--- config.mk ---
export PLATFORM = sky130hd
export DESIGN_NAME = mulu_exec
export DESIGN_NICKNAME = d
export VERILOG_FILES = /design/src/rtl/mulu_pkg.sv /design/src/rtl/mulu_regfile.sv /design/src/rtl/mulu_ctrl.sv /design/src/rtl/mulu_dp.sv /design/src/rtl/mulu_exec.sv
export SDC_FILE = /design/constraint.sdc
export NUM_CORES = 2
export LEC_CHECK = 0
export BUFFER_PORTS_ARGS = -buffer_cell sky130_fd_sc_hd__buf_4
export CAP_MARGIN = 30
export CORE_ASPECT_RATIO = 1.75
export CORE_MARGIN = 2
export CORE_UTILIZATION = 45
export CTS_BUF_LIST = sky130_fd_sc_hd__clkbuf_8
export DETAILED_ROUTE_END_ITERATION = 8
export PLACE_DENSITY = 0.6
export SYNTH_ARGS = -nofsm -noshare
export SYNTH_HDL_FRONTEND = slang
export SYNTH_SLANG_ARGS = --single-unit
export TNS_END_PERCENT = 20
--- constraint.sdc ---
create_clock -name clk -period 4.24 [get_ports clk]
set_input_delay 1.06 -clock clk [delete_from_list [all_inputs] [get_ports clk]]
set_output_delay 1.06 -clock clk [all_outputs]
set_load 0.05 [all_outputs]
--- src/rtl/mulu_pkg.sv ---
package mulu_pkg;
  localparam int InstrW = 32;
  localparam int ImmW   = 9;

  typedef struct packed {
    logic load;
    logic immSel;
    logic step;
    logic commit;
  } ctrlStrb_t;

  function automatic logic isRegForm(input logic [InstrW-1:0] w);
    return (w[26:16] == 11'b01000100010) && (w[10:5] == 6'b111111);
  endfunction

  function automatic logic isImmForm(input logic [InstrW-1:0] w);
    return (w[26:22] == 5'b01001) && (w[17:16] == 2'b10) && (w[10:5] == 6'b111111);
  endfunction
endpackage

--- src/rtl/mulu_regfile.sv ---
module mulu_regfile #(
  parameter int DataW   = 32,
  parameter int NumRegs = 32,
  localparam int AddrW  = $clog2(NumRegs)
) (
  input  logic             clk,
  input  logic             rstN,
  input  logic [AddrW-1:0] rdAddrA,
  input  logic [AddrW-1:0] rdAddrB,
  input  logic [AddrW-1:0] rdAddrT,
  output logic [DataW-1:0] rdDataA,
  output logic [DataW-1:0] rdDataB,
  output logic [DataW-1:0] rdDataT,
  input  logic             hiEn,
  input  logic [AddrW-1:0] hiAddr,
  input  logic [DataW-1:0] hiData,
  input  logic             loEn,
  input  logic [AddrW-1:0] loAddr,
  input  logic [DataW-1:0] loData,
  input  logic             tstEn,
  input  logic [AddrW-1:0] tstAddr,
  input  logic [DataW-1:0] tstData
);
  logic [DataW-1:0] regQ [NumRegs];

  for (genvar g = 0; g < NumRegs; g++) begin : gReg
    if (g == 0) begin : gZero
      assign regQ[g] = '0;
    end else begin : gStore
      always_ff @(posedge clk) begin
        if (!rstN)                                     regQ[g] <= '0;
        else if (hiEn  && hiAddr  == AddrW'(g))        regQ[g] <= hiData;
        else if (loEn  && loAddr  == AddrW'(g))        regQ[g] <= loData;
        else if (tstEn && tstAddr == AddrW'(g))        regQ[g] <= tstData;
      end
    end
  end

  assign rdDataA = regQ[rdAddrA];
  assign rdDataB = regQ[rdAddrB];
  assign rdDataT = regQ[rdAddrT];

  // the zero register never reports a nonzero value
  p_zero_reg_r7: assert property (@(posedge clk) disable iff (!rstN)
    (rdAddrT == '0) |-> (rdDataT == '0));
endmodule

--- src/rtl/mulu_ctrl.sv ---
module mulu_ctrl
  import mulu_pkg::*;
#(
  parameter int DataW = 32,
  localparam int CntW = $clog2(DataW)
) (
  input  logic              clk,
  input  logic              rstN,
  input  logic              instrValid,
  input  logic [InstrW-1:0] instrWord,
  output ctrlStrb_t         strb,
  output logic              busy,
  output logic              done,
  output logic              illegal
);
  typedef enum logic [1:0] {Idle, Run, Commit} state_t;
  state_t stateQ;
  logic [CntW-1:0] cntQ;
  logic regHit, immHit, accept;

  assign regHit = isRegForm(instrWord);
  assign immHit = isImmForm(instrWord);
  assign accept = instrValid && (stateQ == Idle);

  always_ff @(posedge clk) begin
    if (!rstN) begin
      stateQ  <= Idle;
      cntQ    <= '0;
      illegal <= 1'b0;
    end else begin
      illegal <= accept && !regHit && !immHit;
      case (stateQ)
        Idle:   if (accept && (regHit || immHit)) begin
                  stateQ <= Run;
                  cntQ   <= '0;
                end
        Run:    begin
                  cntQ <= cntQ + 1'b1;
                  if (cntQ == CntW'(DataW - 1)) stateQ <= Commit;
                end
        default: stateQ <= Idle;
      endcase
    end
  end

  always_comb begin
    strb.load   = accept && (regHit || immHit);
    strb.immSel = immHit;
    strb.step   = (stateQ == Run);
    strb.commit = (stateQ == Commit);
  end

  assign busy = (stateQ != Idle);
  assign done = strb.commit;

  // Independent cycle count from operand capture, used by the timing check
  logic [7:0] sinceLoad;
  always_ff @(posedge clk) begin
    if (!rstN)                     sinceLoad <= '0;
    else if (strb.load)            sinceLoad <= 8'd1;
    else if (sinceLoad != 8'd0 && sinceLoad != 8'hFF) sinceLoad <= sinceLoad + 1'b1;
  end

  // done appears exactly in the cycle DataW+1 after acceptance
  p_done_timing_r8: assert property (@(posedge clk) disable iff (!rstN)
    done |-> (sinceLoad == 8'(DataW + 1)));
  // busy falls right after the done cycle
  p_done_release_r8: assert property (@(posedge clk) disable iff (!rstN)
    done |=> !busy && !done);
  // an illegal pulse never coincides with a running operation
  p_illegal_idle_r10: assert property (@(posedge clk) disable iff (!rstN)
    illegal |-> !busy);
  // a word arriving mid-operation does not restart the count
  p_busy_ignore_r9: assert property (@(posedge clk) disable iff (!rstN)
    (busy && instrValid && !done) |=> busy);
endmodule

--- src/rtl/mulu_dp.sv ---
module mulu_dp
  import mulu_pkg::*;
#(
  parameter int DataW   = 32,
  parameter int NumRegs = 32,
  parameter int FlagW   = 5,
  localparam int AddrW  = $clog2(NumRegs),
  localparam int ProdW  = 2 * DataW
) (
  input  logic              clk,
  input  logic              rstN,
  input  ctrlStrb_t         strb,
  input  logic [InstrW-1:0] instrWord,
  output logic [AddrW-1:0]  srcAddrLo,
  output logic [AddrW-1:0]  srcAddrOp,
  input  logic [DataW-1:0]  srcDataLo,
  input  logic [DataW-1:0]  srcDataOp,
  output logic              hiEn,
  output logic [AddrW-1:0]  hiAddr,
  output logic [DataW-1:0]  hiData,
  output logic              loEn,
  output logic [AddrW-1:0]  loAddr,
  output logic [DataW-1:0]  loData,
  input  logic              tstFlagWrEn,
  input  logic [FlagW-1:0]  tstFlagData,
  output logic [FlagW-1:0]  flags
);
  logic [DataW-1:0] mcandQ, mplierQ, opSel;
  logic [ProdW-1:0] prodQ;
  logic [AddrW-1:0] dstHiQ, dstLoQ;
  logic [ImmW-1:0]  imm;
  logic [DataW:0]   partSum;

  assign srcAddrLo = instrWord[15:11];
  assign srcAddrOp = instrWord[4:0];
  assign imm       = {instrWord[21:18], instrWord[4:0]};
  assign opSel     = strb.immSel ? DataW'(imm) : srcDataOp;
  assign partSum   = {1'b0, prodQ[ProdW-1:DataW]} + (prodQ[0] ? {1'b0, mcandQ} : '0);

  always_ff @(posedge clk) begin
    if (!rstN) begin
      mcandQ  <= '0;
      mplierQ <= '0;
      prodQ   <= '0;
      dstHiQ  <= '0;
      dstLoQ  <= '0;
    end else if (strb.load) begin
      mcandQ  <= srcDataLo;
      mplierQ <= opSel;
      prodQ   <= {{DataW{1'b0}}, opSel};
      dstHiQ  <= instrWord[31:27];
      dstLoQ  <= instrWord[15:11];
    end else if (strb.step) begin
      prodQ   <= {partSum, prodQ[DataW-1:1]};
    end
  end

  always_ff @(posedge clk) begin
    if (!rstN)            flags <= '0;
    else if (tstFlagWrEn) flags <= tstFlagData;
  end

  assign hiEn   = strb.commit;
  assign hiAddr = dstHiQ;
  assign hiData = prodQ[ProdW-1:DataW];
  assign loEn   = strb.commit;
  assign loAddr = dstLoQ;
  assign loData = prodQ[DataW-1:0];

  // the accumulated product equals the direct multiply of the captured operands
  p_product_r1: assert property (@(posedge clk) disable iff (!rstN)
    strb.commit |-> (prodQ == ProdW'(mcandQ) * ProdW'(mplierQ)));
  // flags move only on a test flag load
  p_flags_hold_r5: assert property (@(posedge clk) disable iff (!rstN)
    !tstFlagWrEn |=> $stable(flags));
endmodule

--- src/rtl/mulu_exec.sv ---
module mulu_exec
  import mulu_pkg::*;
#(
  parameter int DataW   = 32,
  parameter int NumRegs = 32,
  parameter int FlagW   = 5,
  localparam int AddrW  = $clog2(NumRegs)
) (
  input  logic              clk,
  input  logic              rstN,
  input  logic              instrValid,
  input  logic [InstrW-1:0] instrWord,
  output logic              busy,
  output logic              done,
  output logic              illegal,
  input  logic              tstWrEn,
  input  logic [AddrW-1:0]  tstAddr,
  input  logic [DataW-1:0]  tstWrData,
  output logic [DataW-1:0]  tstRdData,
  input  logic              tstFlagWrEn,
  input  logic [FlagW-1:0]  tstFlagData,
  output logic [FlagW-1:0]  flags
);
  ctrlStrb_t        strb;
  logic [AddrW-1:0] srcAddrLo, srcAddrOp, hiAddr, loAddr;
  logic [DataW-1:0] srcDataLo, srcDataOp, hiData, loData;
  logic             hiEn, loEn;

  mulu_ctrl #(.DataW(DataW)) uCtrl (
    .clk, .rstN, .instrValid, .instrWord, .strb, .busy, .done, .illegal
  );

  mulu_dp #(.DataW(DataW), .NumRegs(NumRegs), .FlagW(FlagW)) uDp (
    .clk, .rstN, .strb, .instrWord, .srcAddrLo, .srcAddrOp, .srcDataLo, .srcDataOp,
    .hiEn, .hiAddr, .hiData, .loEn, .loAddr, .loData, .tstFlagWrEn, .tstFlagData, .flags
  );

  mulu_regfile #(.DataW(DataW), .NumRegs(NumRegs)) uRf (
    .clk, .rstN,
    .rdAddrA(srcAddrLo), .rdAddrB(srcAddrOp), .rdAddrT(tstAddr),
    .rdDataA(srcDataLo), .rdDataB(srcDataOp), .rdDataT(tstRdData),
    .hiEn, .hiAddr, .hiData, .loEn, .loAddr, .loData,
    .tstEn(tstWrEn), .tstAddr, .tstData(tstWrData)
  );
endmodule

==> impl_table.tex <==
\begin{tabular}{lr}
\hline
Metric & Value \\
\hline
\multicolumn{2}{l}{\textbf{Outcome}} \\
\quad Status & complete, but fails checks \\
\quad Violated checks & setup timing \\
\multicolumn{2}{l}{\textbf{Drt}} \\
\quad Avg Vias per Cell & around 7.3 \\
\quad Vias post-DR & between 80000 and 90000 \\
\quad Detailed Route Iter0 Violations & roughly 13000 \\
\quad Met2 Routed Length & about 200000 µm \\
\quad Wire length per cell & approximately 37 µm \\
\quad Uppermost layer routed & met5 \\
\quad Detail Route Antenna Nets & 0 \\
\quad Number of iterations in the first detailed-routing pass & 7 \\
\quad Met3 routed wirelength & 55090 µm \\
\quad Aggregate routed wire length & 452800 µm \\
\quad Met1 routed wirelength after detailed routing & $\sim$160000 µm \\
\quad DRC violation count after routing & 0 \\
\multicolumn{2}{l}{\textbf{Logic synthesis}} \\
\quad Largest area contributor in the synthesized netlist & dfxtp\_1 \\
\quad Post-synthesis register bit count & approximately 1100 \\
\quad Total standard cell area after synthesis & roughly 87000 µm² \\
\quad Unique masters post-synth & slightly below 70 \\
\quad Synthesized instance count & approximately 10000 \\
\quad Post-Synth Simple-Gate Area & 0.1724 \\
\quad Top cells by area in the synthesized netlist & dfxtp\_1 (26\%), mux4\_2 (19\%), mux2i\_1 (9.4\%) \\
\quad Number of synthesized flops with an enable pin & 0 \\
\quad Multiplexer fraction of the synthesized cell area & 0.3031 \\
\quad Proportion of synthesized chip area in sequential cells & 0.2559 \\
\quad Arithmetic-cell share of the synthesized area counting full adders, half adders and majority gates & 0.005125 \\
\quad Area share of the leading cell type in the synthesized netlist & 0.2559 \\
\quad Dominant combinational cell family by area after synthesis & multiplexers \\
\quad Xor and xnor fraction of the mapped netlist area & 0.001814 \\
\quad Async set-or-reset flop fraction in the synthesized netlist & 0 \\
\quad Mean cell area of the mapped netlist & 8.656 µm² \\
\quad Synthesized netlist net count & between 10000 and 15000 \\
\quad Warning count from the yosys run & 0 \\
\quad Prevailing post-synth register cell & dfxtp\_1 \\
\quad Compound-Gate Fraction of Synth Area & 0.2012 \\
\multicolumn{2}{l}{\textbf{Power and ir drop}} \\
\quad Worst VDD drop & roughly 0.25 mV \\
\quad Lkg Pwr & about 0.037 µW \\
\quad Pwr Total & roughly 25000 µW \\
\quad Switching power as a share of total power & 0.2964 \\
\quad Clock Power Share & 0.444 \\
\quad Fraction of power consumed by sequential logic & 0.431 \\
\quad Relative contribution of combinational cells to total power & 0.126 \\
\quad Switch Pwr & approximately 7300 µW \\
\quad Power per unit of standard cell area & 252.7 nW/µm² \\
\quad Internal power & 17320 µW \\
\multicolumn{2}{l}{\textbf{Global routing}} \\
\quad Global-route wire length before repair & about 630000 µm \\
\quad Total GRT Usage & 0.4471 \\
\quad Maximum number of pins on one net before global-route repair & approximately 160 \\
\quad Residual overflow from global routing & 0 \\
\quad Antenna violations before repair & 35 \\
\quad Number of global-route vias before repair & 85640 \\
\multicolumn{2}{l}{\textbf{STA}} \\
\quad Maximum achievable frequency & 233.9 MHz \\
\quad Worst-margin pin slew & about 1.1 ns \\
\quad Max Clock Skew & $\sim$0.081 ns \\
\quad Setup-failing EPs final & 8 \\
\quad Final critical-path share of the clock period & 1.009 \\
\quad RSZ-0062 raised after global routing & yes \\
\quad Smallest setup slack after layout & -0.03620 ns \\
\quad Pins Over Slew Limit & 0 \\
\quad Final critical path time including I/O delays and setup & $\sim$4.3 ns \\
\quad Final Hold Viols & 0 \\
\quad Worst slew slack as a fraction of its limit & 0.2515 \\
\multicolumn{2}{l}{\textbf{Setup path}} \\
\quad Crit Path Class & in -> out \\
\quad Critical Path Start Type & primary input \\
\quad Depth of the worst register-to-register path & 11 \\
\quad Worst reg2reg startpoint & uDp.prodQ[0]\$\_SDFFE\_PN0P\_ \\
\quad Data required time at the worst endpoint & 3.18 ns \\
\quad Arr. time, crit path & around 3.2 ns \\
\quad Worst Setup End Kind & output port \\
\quad Destination of the worst register-to-register timing path & uDp.prodQ[63]\$\_SDFFE\_PP0P\_ \\
\quad Setup slack of the most critical reg-to-reg path & $\sim$0.36 ns \\
\quad Worst-path maximum fanout & 7 \\
\multicolumn{2}{l}{\textbf{Clocking}} \\
\quad TritonCTS sink count & between 1000 and 1500 \\
\quad TritonCTS Buffers & $\sim$190 \\
\quad Clock insertion delay at the later pin of the skew report & 1.00 ns \\
\quad Worst-path clk slew & around 0.060 ns \\
\quad TritonCTS clock tree & done \\
\quad Root cell of the clock tree & clkbuf\_8 \\
\quad Hold\_buf cts & 0 \\
\quad Depth of the CTS H-tree & 4 \\
\quad Number of buffers on the longest clock path & 4 \\
\multicolumn{2}{l}{\textbf{Hold path}} \\
\quad Hold worst-path end & uDp.flags[0]\$\_SDFFE\_PN0P\_ \\
\quad Number of instances on the worst hold path & 3 \\
\quad Path class of the lowest-slack min-delay path & in -> reg \\
\quad Source of the worst hold timing path & tstFlagData[0] \\
\multicolumn{2}{l}{\textbf{Finish}} \\
\quad Layout cells sized above 1 & 0.2100 \\
\quad Net count of the finished layout & just under 10000 \\
\quad Post-Layout Cell Count & between 10000 and 15000 \\
\quad Layout overhead on the synthesized area & 12.07\% \\
\multicolumn{2}{l}{\textbf{Placed design}} \\
\quad Last weighted congestion value of the routability-driven placer & between 0.9 and 1 \\
\quad PortBufs & around 120 \\
\quad Cell count after placement & roughly 12000 \\
\quad Post-DP HPWL & 282400 µm \\
\multicolumn{2}{l}{\textbf{Floorplanning}} \\
\quad Die Ht & 585.4 µm \\
\quad Core area & around 190000 µm² \\
\quad Starting Density & 0.4523 \\
\quad Count of standard-cell rows & between 200 and 250 \\
\quad Boundary pin count & about 120 \\
\quad DIE AREA & roughly 200000 µm² \\
\quad Width of the die & 336.2 µm \\
\multicolumn{2}{l}{\textbf{Run}} \\
\quad Max-cap violations & 0 \\
\hline
\end{tabular}
cell usage after synthesis (162+ instances only):
master and count:
nor2b_1 732, mux2i_1 814, dfxtp_1 1111, o21ai_0 186, nand3_1 556, mux4_2 741
nor2_1 767, a21boi_0 341, o211ai_1 347, buf_1 162, nand2_1 934, a211oi_1 689
clkbuf_1 1037, a21oi_1 866
registers in the layout, summed over array words and instances, names as in the netlist:
| signal | cells |
|---|---|
| uCtrl.stateQ | 2 |
| uDp.hiAddr | 5 |
| uDp.loAddr | 5 |
| uCtrl.cntQ | 5 |
| uDp.flags | 5 |
| uDp.mcandQ | 32 |
| uDp.prodQ | 64 |
| uCtrl.illegal | 1 |
| uRf.regQ | 992 |
layout make-up:
cell class                      instances  area [µm²]
Clock inverter                         90       554.3
Clock buffer                          249        3427
Antenna cell                           19       47.55
Fill cell                           17910       94750
Multi-Input combinational cell       7580       60630
Tap cell                             2580        3228
Timing Repair Buffer                  670        7163
Sequential cell                      1111       22260
Inverter                               23       86.33
power by group through the flow:
stage / clock network (µW) / registers, µW / logic (µW)
2_1_floorplan: 0 / 10800 / 1770
3_3_place_gp: 0 / 10800 / 2840
3_5_place_dp: 0 / 10800 / 2890
4_1_cts: 10900 / 10600 / 2950
5_1_grt: 11300 / 10600 / 3180
6_report: 10900 / 10600 / 3090
worst max-delay path by stage:
stage / slack, ns / start / cells past startpoint / endpoint
2_1_floorplan: -0.04 / tstAddr[1] / 10 / tstRdData[11]
3_3_place_gp: -0.25 / tstAddr[0] / 11 / tstRdData[24]
3_5_place_dp: -0.25 / tstAddr[0] / 11 / tstRdData[27]
4_1_cts: -0.03 / tstAddr[0] / 8 / tstRdData[28]
5_1_grt: -0.05 / tstAddr[0] / 9 / tstRdData[8]
6_report: -0.04 / tstAddr[0] / 9 / tstRdData[9]
metal layers:
metal	vias to the layer above	global-route usage
met4	34	0.3761
met2	7242	0.6742
met5	-	0
met3	2431	0.1304
li1	36240	-
met1	44040	0.5226
kinds of logic after synthesis:
group / Yosys count
xor+xnor: 18
compound gates: 2655
buf+inv: 1349
flops: 1111
fa+ha+maj: 35
mux: 1689
simple gates: 3183
per-stage QoR:
stage / worst slack (ns) / TNS [ns] / area (µm²) / hold slack (ns) / util
floorplan: -0.03742 / -0.5616 / 87110 / 0.4363 / -
CTS: -0.03445 / -0.1069 / 96850 / 0.2848 / 0.5040
detailed placement: -0.2467 / -2.879 / 92450 / 0.4518 / 0.4812
global placement: -0.2536 / -2.504 / 92210 / 0.4446 / 0.4799
global route: -0.05173 / -0.1939 / 97360 / 0.3253 / 0.5067
finish: -0.03620 / -0.1145 / 97400 / 0.3244 / 0.5069
repair_timing:
action / CTS / global route
gates cloned: 6 / 3
pin swaps: 4 / 3
gates resized for setup: 59 / 42
setup buffers: 2 / 16
setup endpoints to repair: 31 / 30
critical path, cell delays in order:
cell     delay [ns]
buf_16         0.16
buf_16         0.19
buf_4          0.13
mux4_2         0.50
mux4_2         0.59
nor2b_2        0.18
a31oi_2        0.04
buf_4          0.18
buf_6          0.15
placed cells by master (no fill, tap or decap), types with 16 or more instances in the layout:
cell type / Yosys / final
ha_1: 34 / 34
buf_16: 0 / 22
buf_6: 0 / 31
and2_1: 61 / 58
a222oi_1: 22 / 22
clkinv_2: 0 / 29
diode_2: 0 / 19
dfxtp_1: 1111 / 1095
a22o_1: 60 / 60
buf_4: 12 / 488
a221oi_1: 26 / 26
dfxtp_2: 0 / 16
nand3_4: 0 / 24
mux2_2: 134 / 132
a31oi_2: 0 / 17
nor3_1: 41 / 39
a21boi_0: 341 / 341
nor2b_1: 732 / 710
buf_12: 0 / 112
o211ai_1: 347 / 347
clkbuf_8: 0 / 251
mux2i_1: 814 / 814
nor2_1: 767 / 755
a22oi_1: 32 / 32
nand2_1: 934 / 908
nand2_2: 1 / 19
a211oi_1: 689 / 689
inv_1: 22 / 67
mux4_2: 741 / 741
nand3_1: 556 / 522
a21oi_1: 866 / 850
o21ai_0: 186 / 184
(Power assumes the default switching activity.)
